File: config.mk
export PLATFORM = sky130hd
export DESIGN_NAME = irq_hier_bank
export DESIGN_NICKNAME = d
export VERILOG_FILES = /design/src/rtl/irq_hier_pkg.sv /design/src/rtl/irq_ip_level.sv /design/src/rtl/irq_dev_level.sv /design/src/rtl/irq_prio_resolve.sv /design/src/rtl/irq_hier_bank.sv
export SDC_FILE = /design/constraint.sdc
export NUM_CORES = 1
export LEC_CHECK = 0
export ABC_CLOCK_PERIOD_IN_PS = 5950
export BUFFER_PORTS_ARGS = -buffer_cell sky130_fd_sc_hd__buf_2
export CORE_MARGIN = 2
export CORE_UTILIZATION = 33
export DETAILED_ROUTE_END_ITERATION = 6
export GPL_ROUTABILITY_DRIVEN = 0
export HOLD_SLACK_MARGIN = 0.15
export PLACE_DENSITY = 0.52
export SYNTH_ARGS = -nofsm -noshare
export SYNTH_HDL_FRONTEND = slang
export SYNTH_SLANG_ARGS = --single-unit
File: constraint.sdc
create_clock -name clk -period 5.95 [get_ports clk]
set_input_delay 1.4875 -clock clk [delete_from_list [all_inputs] [get_ports clk]]
set_output_delay 1.4875 -clock clk [all_outputs]
set_load 0.05 [all_outputs]
File: src/rtl/irq_hier_pkg.sv
package irq_hier_pkg;
  localparam int unsigned WORD_W = 32;
  localparam int unsigned ADDR_W = 7;
  localparam int unsigned ID_W   = 8;

  localparam logic [ADDR_W-1:0] OFS_DEV_STAT = 7'd0;
  localparam logic [ADDR_W-1:0] OFS_DEV_PEND = 7'd4;
  localparam logic [ADDR_W-1:0] OFS_DEV_EN   = 7'd8;
  localparam logic [ADDR_W-1:0] OFS_ID       = 7'd24;
  localparam logic [ADDR_W-1:0] OFS_GATE     = 7'd28;
  localparam logic [ADDR_W-1:0] OFS_IP_STAT  = 7'd32;
  localparam logic [ADDR_W-1:0] OFS_IP_EN    = 7'd40;
  localparam logic [ADDR_W-1:0] OFS_RESET    = 7'd64;

  localparam logic [WORD_W-1:0] RESET_KEY = 32'h0000_000A;
  localparam logic [ID_W-1:0]   NO_IRQ_ID = 8'd128;
  localparam int unsigned       GATE_BIT  = 31;

  // Next value of a latched status word: invert on written ones, edges win.
  function automatic logic [WORD_W-1:0] latch_next(input logic [WORD_W-1:0] cur,
                                                   input logic [WORD_W-1:0] flip,
                                                   input logic [WORD_W-1:0] rise);
    return (cur ^ flip) | rise;
  endfunction

  // Index of the lowest set bit, or the reserved empty code.
  function automatic logic [ID_W-1:0] lowest_set(input logic [WORD_W-1:0] v);
    logic [ID_W-1:0] r;
    r = NO_IRQ_ID;
    for (int i = WORD_W - 1; i >= 0; i--) begin
      if (v[i]) r = ID_W'(i);
    end
    return r;
  endfunction
endpackage

File: src/rtl/irq_ip_level.sv
module irq_ip_level
  import irq_hier_pkg::*;
#(
  parameter int unsigned NUM_IP = 32
) (
  input  logic              clk,
  input  logic              rst_n,
  input  logic              clr,
  input  logic              wr_stat,
  input  logic              wr_en,
  input  logic [NUM_IP-1:0] wdata,
  input  logic [NUM_IP-1:0] src,
  output logic [NUM_IP-1:0] stat_o,
  output logic [NUM_IP-1:0] en_o,
  output logic              agg_o
);
  logic [NUM_IP-1:0] stat_q, en_q, src_q, rise, flip;
  logic [WORD_W-1:0] stat_w, flip_w, rise_w, next_w;

  assign rise   = src & ~src_q;
  assign flip   = wr_stat ? wdata : '0;
  assign stat_w = WORD_W'(stat_q);
  assign flip_w = WORD_W'(flip);
  assign rise_w = WORD_W'(rise);
  assign next_w = latch_next(stat_w, flip_w, rise_w);

  always_ff @(posedge clk or negedge rst_n) begin
    if (!rst_n) src_q <= '0;
    else        src_q <= src;
  end

  always_ff @(posedge clk or negedge rst_n) begin
    if (!rst_n) begin
      stat_q <= '0;
      en_q   <= '0;
    end else if (clr) begin
      stat_q <= '0;
      en_q   <= '0;
    end else begin
      stat_q <= next_w[NUM_IP-1:0];
      if (wr_en) en_q <= wdata;
    end
  end

  assign stat_o = stat_q;
  assign en_o   = en_q;
  assign agg_o  = |(stat_q & en_q);

  // status moves only on a write or a source edge
  a_r4_stat_quiet: assert property (@(posedge clk) disable iff (!rst_n)
    (!clr && !wr_stat && rise == '0) |=> $stable(stat_q));
  // a hardware edge always leaves its bit set
  a_r5_edge_wins: assert property (@(posedge clk) disable iff (!rst_n)
    (!clr && rise != '0) |=> ((stat_q & $past(rise)) == $past(rise)));
endmodule

File: src/rtl/irq_dev_level.sv
module irq_dev_level
  import irq_hier_pkg::*;
#(
  parameter int unsigned IP_BIT = 1
) (
  input  logic              clk,
  input  logic              rst_n,
  input  logic              clr,
  input  logic              wr_stat,
  input  logic              wr_en,
  input  logic [WORD_W-1:0] wdata,
  input  logic [WORD_W-1:0] live,
  input  logic              ip_agg,
  output logic [WORD_W-1:0] stat_o,
  output logic [WORD_W-1:0] en_o,
  output logic [WORD_W-1:0] pend_o
);
  logic              err_q, err_src_q, err_rise, err_next;
  logic [WORD_W-1:0] en_q, err_vec;

  assign err_rise = live[0] & ~err_src_q;
  assign err_vec  = latch_next(WORD_W'(err_q), WORD_W'(wr_stat & wdata[0]), WORD_W'(err_rise));
  assign err_next = err_vec[0];

  always_ff @(posedge clk or negedge rst_n) begin
    if (!rst_n) err_src_q <= 1'b0;
    else        err_src_q <= live[0];
  end

  always_ff @(posedge clk or negedge rst_n) begin
    if (!rst_n) begin
      err_q <= 1'b0;
      en_q  <= '0;
    end else if (clr) begin
      err_q <= 1'b0;
      en_q  <= '0;
    end else begin
      err_q <= err_next;
      if (wr_en) en_q <= wdata;
    end
  end

  for (genvar i = 0; i < WORD_W; i++) begin : g_bit
    if (i == 0) begin : g_err
      assign stat_o[i] = err_q;
    end else if (i == IP_BIT) begin : g_ip
      assign stat_o[i] = ip_agg;
    end else begin : g_live
      assign stat_o[i] = live[i];
    end
  end

  assign en_o   = en_q;
  assign pend_o = stat_o & en_q;

  // latched error bit holds without a write of bit 0 or an edge
  a_r7_err_quiet: assert property (@(posedge clk) disable iff (!rst_n)
    (!clr && !(wr_stat && wdata[0]) && !err_rise) |=> $stable(err_q));
  // error edge always leaves the bit set
  a_r7_err_edge_wins: assert property (@(posedge clk) disable iff (!rst_n)
    (!clr && err_rise) |=> err_q);
endmodule

File: src/rtl/irq_prio_resolve.sv
module irq_prio_resolve
  import irq_hier_pkg::*;
(
  input  logic              clk,
  input  logic              rst_n,
  input  logic [WORD_W-1:0] pend_i,
  output logic [ID_W-1:0]   id_o
);
  assign id_o = lowest_set(pend_i);

  // empty code exactly when nothing is pending
  a_r9_empty_code: assert property (@(posedge clk) disable iff (!rst_n)
    (id_o == NO_IRQ_ID) == (pend_i == '0));
  // a reported index points at a pending bit
  a_r9_index_pending: assert property (@(posedge clk) disable iff (!rst_n)
    (id_o != NO_IRQ_ID) |-> pend_i[id_o[4:0]]);
endmodule

File: src/rtl/irq_hier_bank.sv
module irq_hier_bank
  import irq_hier_pkg::*;
#(
  parameter int unsigned NUM_IP = 32,
  parameter int unsigned IP_BIT = 1
) (
  input  logic              clk,
  input  logic              rst_n,
  input  logic              reg_we,
  input  logic [6:0]        reg_addr,
  input  logic [31:0]       reg_wdata,
  output logic [31:0]       reg_rdata,
  input  logic [NUM_IP-1:0] ip_src,
  input  logic [31:0]       dev_src,
  output logic              irq_out,
  output logic              soft_rst_out
);
  logic wr_dev_stat, wr_dev_en, wr_gate, wr_ip_stat, wr_ip_en, reset_go;
  logic gate_q, irq_q, soft_q, ip_agg;
  logic [NUM_IP-1:0] ip_stat, ip_en;
  logic [WORD_W-1:0] dev_stat, dev_en, dev_pend;
  logic [ID_W-1:0]   irq_id;

  assign wr_dev_stat = reg_we && (reg_addr == OFS_DEV_STAT);
  assign wr_dev_en   = reg_we && (reg_addr == OFS_DEV_EN);
  assign wr_gate     = reg_we && (reg_addr == OFS_GATE);
  assign wr_ip_stat  = reg_we && (reg_addr == OFS_IP_STAT);
  assign wr_ip_en    = reg_we && (reg_addr == OFS_IP_EN);
  assign reset_go    = reg_we && (reg_addr == OFS_RESET) && (reg_wdata == RESET_KEY);

  irq_ip_level #(.NUM_IP(NUM_IP)) u_ip (
    .clk(clk), .rst_n(rst_n), .clr(reset_go),
    .wr_stat(wr_ip_stat), .wr_en(wr_ip_en), .wdata(reg_wdata[NUM_IP-1:0]),
    .src(ip_src), .stat_o(ip_stat), .en_o(ip_en), .agg_o(ip_agg)
  );

  irq_dev_level #(.IP_BIT(IP_BIT)) u_dev (
    .clk(clk), .rst_n(rst_n), .clr(reset_go),
    .wr_stat(wr_dev_stat), .wr_en(wr_dev_en), .wdata(reg_wdata),
    .live(dev_src), .ip_agg(ip_agg),
    .stat_o(dev_stat), .en_o(dev_en), .pend_o(dev_pend)
  );

  irq_prio_resolve u_prio (
    .clk(clk), .rst_n(rst_n), .pend_i(dev_pend), .id_o(irq_id)
  );

  always_ff @(posedge clk or negedge rst_n) begin
    if (!rst_n) begin
      gate_q <= 1'b0;
      irq_q  <= 1'b0;
      soft_q <= 1'b0;
    end else begin
      soft_q <= reset_go;
      if (reset_go) begin
        gate_q <= 1'b0;
        irq_q  <= 1'b0;
      end else begin
        if (wr_gate) gate_q <= reg_wdata[GATE_BIT];
        irq_q <= gate_q && (dev_pend != '0);
      end
    end
  end

  always_comb begin
    reg_rdata = '0;
    case (reg_addr)
      OFS_DEV_STAT: reg_rdata = dev_stat;
      OFS_DEV_PEND: reg_rdata = dev_pend;
      OFS_DEV_EN:   reg_rdata = dev_en;
      OFS_ID:       reg_rdata = WORD_W'(irq_id);
      OFS_GATE:     reg_rdata = {gate_q, 31'b0};
      OFS_IP_STAT:  reg_rdata = WORD_W'(ip_stat);
      OFS_IP_EN:    reg_rdata = WORD_W'(ip_en);
      default:      reg_rdata = '0;
    endcase
  end

  assign irq_out      = irq_q;
  assign soft_rst_out = soft_q;

  // the line never rises unless the gate was set a cycle earlier
  a_r10_gate_needed: assert property (@(posedge clk) disable iff (!rst_n)
    irq_out |-> $past(gate_q));
  // keyed reset write clears enables and pulses the reset output
  a_r2_key_clears: assert property (@(posedge clk) disable iff (!rst_n)
    reset_go |=> (soft_rst_out && !gate_q && dev_en == '0 && ip_en == '0));
  // gate changes only when its word is written or the bank is reset
  a_r3_gate_quiet: assert property (@(posedge clk) disable iff (!rst_n)
    (!wr_gate && !reset_go) |=> $stable(gate_q));
endmodule

# Yosys cells after proc, flatten, opt, wreduce, memory -nomap -nowiden

Cells that the tools add are included.

Eq/ne operators: 8
Multiplexer cells: 43
Bitwise gates (word level): 11
Reduce and logical (&&, ||, !) cells: 14

Operators by type and width:

| cell                  | number |
|---|---|
| $mux W8               | 32 |
| $pmux W32 S7          | 1 |
| $mux W32              | 6 |
| $and A32 B32 Y32      | 3 |
| $eq A32 B4 Y1 const B | 1 |
| $not A32 Y32          | 1 |
| $or A32 B32 Y32       | 1 |
| $reduce_bool A32 Y1   | 1 |
| $reduce_or A32 Y1     | 1 |
| $xor A32 B32 Y32      | 1 |
| $eq A7 B5 Y1 const B  | 2 |
| $eq A7 B6 Y1 const B  | 2 |
| $logic_and A1 B1 Y1   | 8 |
| $eq A7 B3 Y1 const B  | 1 |
| $eq A7 B4 Y1 const B  | 1 |
| $eq A7 B7 Y1 const B  | 1 |
| $logic_not A7 Y1      | 1 |
| $reduce_bool A2 Y1    | 3 |
| $mux W1               | 4 |
| $and A1 B1 Y1         | 2 |
| $not A1 Y1            | 1 |
| $or A1 B1 Y1          | 1 |
| $xor A1 B1 Y1         | 1 |

Register bits after elaboration: 133
Input port bits: 106
Output and inout port bits: 34
Logic and storage cells: 85

# Depth between registers and ports, before layout

Gate-level depths: netlist (run 1).

Word-level depth: 36
Mapped depth: 9
Mapped depth without buffers: 6

# Modules after synthesis

Synthesis (run 1) repeated with hierarchy kept, for this count alone.

Cell total of the unflattened synthesis: 799
Area total of the unflattened synthesis: 7763.7 µm²

By module, submodules not included:

| module           | times used | cells each | area an instance (µm²) | sequential area each (µm²) |
|---|---|---|---|---|
| irq_ip_level     | 1          | 323        | 3827.4                 | 2402.3 |
| irq_dev_level    | 1          | 174        | 1851.8                 | 850.8 |
| irq_hier_bank    | 1          | 234        | 1697.9                 | 75.1 |
| irq_prio_resolve | 1          | 68         | 386.6                  | 0.0 |

# Least setup slack after synthesis (run 1)

OpenSTA, ideal clock, no wires.

Path type: input -> output
From: input reg_addr[4]
To: output reg_rdata[7]
Arrival time: 4.012 ns
Data required time: 4.463 ns
Path slack: 0.450 ns
Stages on the path: 5
Buffers on the path: 1
Path through: clkbuf_1 > nor3b_1 > and3_1 > nand3b_1 > o41ai_1

Longest elaborated chain between the ends: 2
Elaborated cells between the ends (all ways): 8
Those cells by class: eq/ne (6); mux (1); reduce/logical (1)

RTL lines:

| what                                       | RTL line            | RTL |
|---|---|---|
| start: declaration                         | irq_hier_bank.sv:10 | `input logic [6:0] reg_addr,` |
| $eq A7 B6 Y1, or another cell as far along | irq_hier_bank.sv:67 | `case (reg_addr)` |
| $pmux W32 S7 (*)                           | irq_hier_bank.sv:67 |  |
| end: declaration                           | irq_hier_bank.sv:12 | `output logic [31:0] reg_rdata,` |

Mark *: on every way between the ends. The rest lies on a longest branch, timed or not.

# Worst setup path in the final report (run 1)

From: input reg_addr[2]
To: output reg_rdata[7]

The elaborated chain is that of the path after synthesis.

==> results.ini, run 1 <==
[status]
status=completed

[die]
die_area_um2=22170
core_um2=20820
die_w_um=148.9
io_pins=140
std_cell_rows=53
initial_core_util_pct=33.27
fp.dieH_um=148.9

[power]
p_sw_share_pct=28.84
seqPwrFrac_pct=45.0
clkPwrFrac_pct=43.4
cellLeakagePower_uw=0.003523
p_comb_share_pct=11.7
powerDensity_nw_per_um2=264.5
p_int_uw=1584
p_sw_uw=641.9
p_total_uw=2226
peakVddDrop_v=0.0001634

[logic_synthesis]
ys_types=48
ys_ff_latch=133
ys_warn_count=0
netlist_instances=775
synth_area_per_cell_um2=8.939
ys_seq_area_share_pct=48.04
syn-cell-area_um2=6928
synth_nets=881

[sta]
timing.max_slew.rel_slack_pct=25.61
finalCritPeriodShare_pct=87.75
slew_violations=0
final.setup.tns_ns=0
fmax_ghz=0.1915
final-setup-viol-count=0
worst_pin_slew_ns=1.116
hold_violations=0
fin_skew_ns=0.01051
rsz0062_at_grt=false
layout_min_cycle_time_ns=5.221

[grt]
grt_use_total_pct=22.09
grt_max_degree=98
grt_pass1_vias=6208
grt_overflow_total=0
antenna_found_initial=2
grt_pass1_wl_um=36920

[routing]
routed_wl_um=23860
wire_per_inst_um=20.06
viasPerCell=5.359
drtIter0Drc=633
antenna_left=0
firstDrtPassIters=7
vias=6372
drc=0

[clocking]
ctsResizeCount=0
clk_pin_slew_ns=0.06
clock_path_buffers=2
cts_setup_buffers=0
clk_latency_ns=0.44
numCtsBuffers=17
h-tree-depth=4
cts_root_buf=clkbuf_16
cts_hold_buffers=0
clkSinkCount=133
cts_tree=yes

[worst_hold_path]
min_path_type=reg -> reg

[worst_setup_path]
required_ns=4.46
critical_path.max_fanout=10
start_kind=input port
critPathCaptureType=primary output
critical_path_class=in -> out
critical_path_arrival_ns=3.73

[placement]
hpwl_um=16880
io_buffers=138

[cells_and_area]
num-fill-cells=2142
nets=1005
fin_util_pct=40.43
drive_gt1_share_pct=21.60
areaGrowthSynthToFinish_pct=21.51

[flow_run]
maxCapViolCount=0

[final timing paths]
check / startpoint / to / slack (ns) / cells past startpoint
worst max-delay path: reg_addr[2] / reg_rdata[7] / 0.73 / 8
worst min-delay path: u_ip.src_q[17] / u_ip.stat_o[17] / 0.49 / 2
worst max register to register: u_ip.en_o[28] / irq_out / 3.96 / 5
worst min register to register: u_ip.src_q[17] / u_ip.stat_o[17] / 0.49 / 2
max in group asynchronous: rst_n / u_ip.src_q[12] / 3.76 / 2
min in group asynchronous: rst_n / u_ip.src_q[0] / 1.13 / 1
[kinds of logic (layout without fill, tap and decap cells)]
logic type	after synthesis	in the layout	share of synthesized area [%]
buffers and inverters	54	191	3.359
AOI/OAI and AO/OA	225	225	21.51
other	0	2	0
and+or+nand+nor	319	319	21.22
xor gates and xnor gates	33	33	4.172
muxes	11	11	1.698
DFF	133	133	48.04
[placed cells by master (no fill, tap or decap), drive strengths merged, types with 3 or more instances in the layout]
master	count
a21o	6
a21oi	46
a221oi	6
a222oi	10
a22o	12
a22oi	40
a32o	3
a32oi	22
and2	5
and3	4
buf	153
clkbuf	17
clkinv	7
clkinvlp	8
dfrtp	133
inv	6
mux2	6
mux2i	5
nand2	198
nand2b	35
nand3	31
nand4	4
nor2	14
nor3	4
nor4	7
nor4b	4
o21ai	69
o31ai	4
xor2	33
[area by class of cell]
cell class              count  area (um2)  area share, %
well taps                 275       344.1          4.087
clock buffers              17       425.4          5.054
clock inverters            15       110.1          1.308
repair buffers            153       809.5          9.617
flip-flops and latches    133        3328          39.54
inverters                   6       22.52         0.2675
multi-input cells         588        3373          40.07
diodes                      2       5.005        0.05945
[per-layer routing]
metal | GRT usage (%) | share of wire, %
met5 | 0 | 0
met2 | 34.35 | 46
met4 | 5.905 | 1.3
met1 | 31.01 | 46
met3 | 5.138 | 6.2
[registers in the layout (all words and copies together), names as in the netlist]
name,flops
u_ip.stat_o,32
u_dev.err_src_q,1
u_dev.en_o,32
irq_out,1
u_dev.err_q,1
u_ip.en_o,32
u_ip.src_q,32
soft_rst_out,1
gate_q,1
[worst max-delay path, cell delays in order]
cell,delay [ns]
buf_2,0.13
nor4b_1,0.56
and2_1,0.56
buf_4,0.29
a21o_1,0.10
a222oi_1,0.06
o41ai_1,0.16
buf_2,0.37
[power by group through the flow]
stage	combinational (uW)	sequential, uW	clock [uW]
2_1_floorplan	128	1000	0
3_3_place_gp	257	1020	0
3_5_place_dp	260	1020	0
4_1_cts	261	1000	988
5_1_grt	287	1010	1030
6_report	260	1000	965
[through the flow]
step | worst slack (ns) | hold slack [ns] | instance area [um2] | instances
floorplan | 0.4504 | 0.4724 | 6928 | 775
global placement | 0.7278 | 0.4783 | 7878 | 1155
detailed placement | 0.7376 | 0.4817 | 7878 | 1155
CTS | 0.7282 | 0.4908 | 8413 | 1187
global route | 0.6135 | 0.5062 | 8416 | 1188
finish | 0.7290 | 0.4854 | 8418 | 1189
[synth_stat cells (all sizes together)]
cell type,n,area [um2]
nor4bb,1,10.01
o41ai,1,8.760
and4,2,17.52
nor2,14,52.55
inv,5,18.77
a21oi,46,230.2
a22oi,40,300.3
nor3b,1,7.510
dfrtp,133,3328
buf,15,86.33
nor3,4,20.02
nor4b,4,50.05
nor2b,2,12.51
nand3b,2,15.01
a32o,3,30.03
o221ai,1,8.760
or3,1,6.260
mux2i,5,50.05
a222oi,10,100.1
mux2,6,67.56
nand2b,35,219.0
nand3,31,155.2
nor4,7,43.79
o31ai,4,30.03
a22o,12,105.1
o21ai,69,345.3
a32oi,22,192.7
a221oi,6,52.55
and3b,1,8.760
nand4b,1,8.760
a21o,6,45.04
or4,2,18.77
xor2,33,289.0
o211a,1,10.01
o32ai,1,8.760
and3,4,25.02
clkbuf,33,123.9
nand4,4,25.02
clkinv,1,3.750
a31oi,2,12.51
nand2,198,743.2
and2,5,31.28
a221o,1,10.01
Power figures use the tool's default switching activity.
==> inputs of run 2 (changes only) <==
Settings changed: CORE_UTILIZATION 33 to 45, PLACE_DENSITY 0.52 to 0.66.
==> run 2 against run 1 <==
The run now ends with design-rule violations left; global-route usage up 6.0 points; cell count decreased by 7.7%; non-clock buffer count shrank 1; worst setup slack worse by 0.069 ns; via count up 2.4%; largest power group unchanged.
==> results.ini, run 2 (synthesis gave the netlist of run 1 again) <==
[status]
status=complete, but fails checks  ; was completed
violations=design-rule violations

[sta]
rsz0062_at_grt=false  ; unchanged
slew_violations=0  ; unchanged
hold_slack_ns=0.4885  ; was 0.4854 ns
fmax_ghz=0.1890  ; was 0.1915 GHz
finalCritPeriodShare_pct=88.91  ; was 87.75%
timing.max_slew.rel_slack_pct=24.19  ; was 25.61%
fin_skew_ns=0.009390  ; was 0.01051 ns
final-setup-viol-count=0  ; unchanged
layout_min_cycle_time_ns=5.290  ; was 5.221 ns
worst_pin_slew_ns=1.137  ; was 1.116 ns
final.setup.tns_ns=0  ; unchanged
hold_violations=0  ; unchanged

[cells_and_area]
multi_input_area_um2=3373  ; unchanged
final_common_cell=nand2_1  ; unchanged
final-seq-area_um2=3328  ; unchanged
areaGrowthSynthToFinish_pct=19.79  ; was 21.51%
nets=1004  ; was 1005
diodes=0  ; was 2
postLayoutCellArea_um2=8299  ; was 8418 um2
final_cell_mix=nand2_1 (198), buf_2 (137), dfrtp_1 (133), o21ai_0 (69), a21oi_1 (46)  ; unchanged
num-fill-cells=1408  ; was 2142
drive_gt1_share_pct=21.32  ; was 21.60%

[clocking]
cts_setup_buffers=0  ; unchanged
cts_root_buf=clkbuf_16  ; unchanged
cts_hold_buffers=0  ; unchanged
ctsResizeCount=0  ; unchanged
clock_path_buffers=2  ; unchanged
clk_pin_slew_ns=0.06  ; about the same
clk_latency_ns=0.42  ; was 0.44 ns
clkSinkCount=133  ; unchanged
cts_tree=yes  ; unchanged
numCtsBuffers=17  ; unchanged
h-tree-depth=4  ; unchanged

[die]
die_w_um=128.1  ; was 148.9 um
std_cell_rows=45  ; was 53
io_pins=140  ; unchanged
initial_core_util_pct=45.74  ; was 33.27%
die_area_um2=16400  ; was 22170 um2
core_um2=15150  ; was 20820 um2
fp.dieH_um=128.1  ; was 148.9 um

[routing]
drc=3  ; was 0
drtIter0Drc=781  ; was 633
firstDrtPassIters=7  ; unchanged
viasPerCell=5.942  ; was 5.359
vias=6524  ; was 6372
wire_per_inst_um=20.23  ; was 20.06 um
routed_wl_um=22210  ; was 23860 um
antenna_left=0  ; unchanged

[placement]
placed_area_um2=7761  ; was 7878 um2
io_buffers=138  ; unchanged
hpwl_um=15390  ; was 16880 um

[worst_setup_path]
critical_path.max_fanout=16  ; was 10
critical_path_arrival_ns=3.80  ; was 3.73 ns
critPathCaptureType=primary output  ; unchanged
required_ns=4.46  ; about the same
start_kind=input port  ; unchanged
critical_path_class=in -> out  ; unchanged

[power]
powerDensity_nw_per_um2=267.8  ; was 264.5 nW/um2
cellLeakagePower_uw=0.003546  ; was 0.003523 uW
peakVddDrop_v=0.0002211  ; was 0.0001634 V
p_total_uw=2222  ; was 2226 uW

[grt]
grt_pass1_wl_um=35050  ; was 36920 um
antenna_found_initial=0  ; was 2
grt_pass1_vias=6255  ; was 6208
grt_use_total_pct=28.07  ; was 22.09%
grt_overflow_total=0  ; unchanged
grt_max_degree=94  ; was 98

[flow_run]
maxCapViolCount=0  ; unchanged

[worst_hold_path]
min_path_type=reg -> reg  ; unchanged

## run 2: changes by cell type in the layout (fill, tap and decap cells not counted)
| cell | delta |
|---|---|
| clkbuf_8 | +4 |
| clkinv_2 | +3 |
| clkinvlp_4 | -6 |
| inv_6 | -1 |
| clkinv_4 | -2 |
| diode_2 | -2 |
| buf_4 | -1 |
| clkbuf_1 | +1 |
## run 2: cell type report
type / count / area share (%)
inverter: 6 / 0.2714
sequential: 133 / 40.10
multi-input combinational: 588 / 40.65
clock buffer: 22 / 5.834
clock inverter: 9 / 0.6483
timing repair buffer: 152 / 9.664
tap: 188 / 2.834
## run 2: through the flow
step                      cells  worst slack [ns]  utilization (%)
after floorplan             775            0.4504                -
after global placement     1067            0.7189            51.24
after detailed placement   1067            0.7448            51.24
after CTS                  1098            0.7197            54.80
after global routing       1098            0.5524            54.80
final                      1098            0.6600            54.80
## run 2: layer usage
metal	vias to the layer above	track usage, %	part of all wire [%]	wire length (um)
met2	295	41.93	46	10160
met4	0	10.28	2.9	645
met5	-	0	0	0
met3	48	7.053	7.8	1731
li1	3028	-	-	-
met1	3153	39.71	44	9670
## run 2: final timing paths
kind	start	to	slack [ns]	cells after the start
worst min-delay path	u_ip.src_q[27]	u_ip.stat_o[27]	0.49	2
worst max-delay path	reg_addr[2]	reg_rdata[6]	0.66	7
worst max register to register	u_ip.en_o[28]	irq_out	3.99	5
worst min register to register	u_ip.src_q[27]	u_ip.stat_o[27]	0.49	2
max in group asynchronous	rst_n	u_ip.src_q[0]	3.75	2
min in group asynchronous	rst_n	u_ip.src_q[22]	1.16	1
## run 2: worst max-delay path, cell delays in order
cell	delay, ns
buf_2	0.13
nor4b_1	0.54
and3_1	0.77
buf_4	0.35
a32oi_1	0.07
nand3_1	0.16
buf_2	0.28
## run 2: power by group
group | total [uW] | internal, uW | leakage (uW) | switching, uW
sequential | 1000 | 955 | 0.00158 | 47.0
clock | 965 | 570 | 0.000267 | 395
combinational | 255 | 98.4 | 0.00170 | 157
total | 2220 | 1620 | 0.00355 | 599
==> inputs of run 3 (changes only) <==
--- a/config.mk
+++ b/config.mk
@@ -11,2 +11,3 @@
 export CORE_UTILIZATION = 45
+export CTS_CLUSTER_SIZE = 10
 export DETAILED_ROUTE_END_ITERATION = 6
==> constraint.sdc (replaced) <==
create_clock -name clk -period 5.95 [get_ports clk]
set_input_delay 0.2975 -clock clk [delete_from_list [all_inputs] [get_ports clk]]
set_output_delay 0.2975 -clock clk [all_outputs]
set_load 0.05 [all_outputs]
==> run 3 against run 2 <==
Final area is 6.5% higher; count of clock-buffer cells in the layout shrank 1; flip-flop and latch count did not move; the run now ends clean.
==> results.ini, run 3 (synthesis gave the netlist of run 1 again) <==
[status]
status=completed  ; was complete, but fails checks

[routing]
firstDrtPassIters=6  ; was 7
wire_per_inst_um=19.61  ; was 20.23 um
drtIter0Drc=744  ; was 781
viasPerCell=5.810  ; was 5.942
antenna_left=0  ; unchanged
routed_wl_um=22510  ; was 22210 um
drc=0  ; was 3
vias=6670  ; was 6524

[sta]
finalCritPeriodShare_pct=57.73  ; was 88.91%
slew_violations=0  ; unchanged
fmax_ghz=0.2911  ; was 0.1890 GHz
timing.max_slew.rel_slack_pct=23.74  ; was 24.19%
layout_min_cycle_time_ns=3.435  ; was 5.290 ns
rsz0062_at_grt=false  ; unchanged
worst_pin_slew_ns=1.144  ; was 1.137 ns
final-setup-viol-count=0  ; unchanged
hold_violations=0  ; unchanged
fin_ws_ns=2.515  ; was 0.6600 ns
final.setup.tns_ns=0  ; unchanged
fin_skew_ns=0.004509  ; was 0.009390 ns

[worst_setup_path]
critPathCaptureType=primary output  ; unchanged
cp_cell_sequence=a22o_1, a221oi_1, and4_1, a21oi_1, nand3b_1, o41ai_1, buf_2  ; was buf_2, nor4b_1, and3_1, buf_4, a32oi_1, nand3_1, buf_2
critical-path-slowest-cell=o41ai_1  ; was and3_1
critical_path.max_fanout=4  ; was 16
critical_path_class=reg -> out  ; was in -> out
start_kind=register  ; was input port
slowest_delay_ns=0.56  ; was 0.77 ns
critical_path_arrival_ns=3.14  ; was 3.80 ns
required_ns=5.65  ; was 4.46 ns

[clocking]
cts_root_buf=clkbuf_16  ; unchanged
clock_path_buffers=2  ; unchanged
clk_pin_slew_ns=0.06  ; about the same
h-tree-depth=4  ; unchanged
cts_setup_buffers=0  ; unchanged
clk_latency_ns=0.42  ; about the same
clkSinkCount=133  ; unchanged
numCtsBuffers=17  ; unchanged
cts_tree=yes  ; unchanged

[cells_and_area]
nets=1054  ; was 1004
final_cell_mix=nand2_1 (198), buf_2 (137), dfrtp_1 (133), o21ai_0 (69), dlygate4sd3_1 (55)  ; was nand2_1 (198), buf_2 (137), dfrtp_1 (133), o21ai_0 (69), a21oi_1 (46)
fin_util_pct=58.37  ; was 54.80%
areaGrowthSynthToFinish_pct=27.61  ; was 19.79%
drive_gt1_share_pct=19.58  ; was 21.32%
finalNonFillerCells=1148  ; was 1098
diodes=0  ; unchanged
final_common_cell=nand2_1  ; unchanged

[power]
p_int_uw=1709  ; was 1624 uW
peakVddDrop_v=0.0002445  ; was 0.0002211 V
seqPwrFrac_pct=43.4  ; was 45.1%
cellLeakagePower_uw=0.003763  ; was 0.003546 uW
p_comb_share_pct=12.3  ; was 11.5%
powerDensity_nw_per_um2=260.8  ; was 267.8 nW/um2
p_sw_share_pct=25.87  ; was 26.94%
p_sw_uw=596.4  ; was 598.8 uW
clkPwrFrac_pct=44.2  ; was 43.4%

[die]
std_cell_rows=45  ; unchanged
core_um2=15150  ; unchanged
fp.dieH_um=128.1  ; unchanged
io_pins=140  ; unchanged
die_w_um=128.1  ; unchanged
initial_core_util_pct=45.74  ; unchanged
die_area_um2=16400  ; unchanged

[grt]
grt_pass1_vias=6475  ; was 6255
grt_max_degree=93  ; was 94
grt_overflow_total=0  ; unchanged
grt_pass1_wl_um=35510  ; was 35050 um
antenna_found_initial=0  ; unchanged
grt_use_total_pct=28.54  ; was 28.07%

[worst_hold_path]
min_path_type=in -> reg  ; was reg -> reg

[placement]
dp_cells=1062  ; was 1067
hpwl_um=14950  ; was 15390 um
place_ws_ns=2.693  ; was 0.7448 ns
io_buffers=138  ; unchanged

[flow_run]
maxCapViolCount=0  ; unchanged

[run 3: layout make-up]
| cell class | count | area [um2] |
|---|---|---|
| Multi-Input combinational cell | 588 | 3373 |
| Timing Repair Buffer | 202 | 1315 |
| Sequential cell | 133 | 3328 |
| Inverter | 6 | 22.52 |
| Fill cell | 1335 | 6305 |
| Clock buffer | 21 | 460.4 |
| Clock inverter | 10 | 106.4 |
| Tap cell | 188 | 235.2 |
[run 3: worst paths after layout]
kind / startpoint / endpoint / slack [ns] / cells past startpoint
hold reg to reg: u_ip.src_q[8] / u_ip.stat_o[8] / 0.49 / 2
hold / removal: reg_wdata[24] / u_dev.en_o[24] / 0.17 / 3
min in group asynchronous: rst_n / u_ip.src_q[22] / 0.53 / 2
max in group asynchronous: rst_n / u_ip.en_o[5] / 4.30 / 3
setup reg to reg: u_dev.en_o[9] / irq_out / 4.04 / 5
setup / recovery: u_ip.stat_o[28] / reg_rdata[7] / 2.51 / 7
[run 3: power by group through the flow]
stage	combinational [uW]	sequential (uW)	clock, uW
6_report	285	1000	1020
5_1_grt	312	1010	1070
4_1_cts	282	999	1030
3_5_place_dp	254	1010	0
3_3_place_gp	250	1010	0
2_1_floorplan	128	1000	0
[run 3: what timing repair did]
action                    in CTS  in global routing
hold buffers                  55                  0
hold endpoints to repair     186                  0
gates resized for setup        0                  0
[run 3: per-stage QoR]
stage / area [um2] / hold slack, ns / power [uW]
after global routing: 8841 / 0.1797 / 2387
final: 8841 / 0.1746 / 2305
after floorplan: 6928 / 0.001909 / 1132
after CTS: 8841 / 0.1548 / 2316
after global placement: 7724 / 0.4196 / 1264
after detailed placement: 7724 / 0.4221 / 1268
[run 3: worst max-delay path, delay by kind of cell, from the launching register on]
family	cells	cell delay (ns)
AO/OA/AOI/OAI	4	1.40
AND/OR/NAND/NOR	2	0.53
flip-flops	1	0.41
buffers and inverters	1	0.36
[run 3: routing by layer]
metal | global-route usage, % | vias to the layer above | share of wire (%)
met5 | 0 | - | 0
met4 | 10.34 | 0 | 2.6
met3 | 6.093 | 41 | 7.4
met2 | 44.54 | 313 | 47
met1 | 39.50 | 3190 | 43
li1 | - | 3126 | -
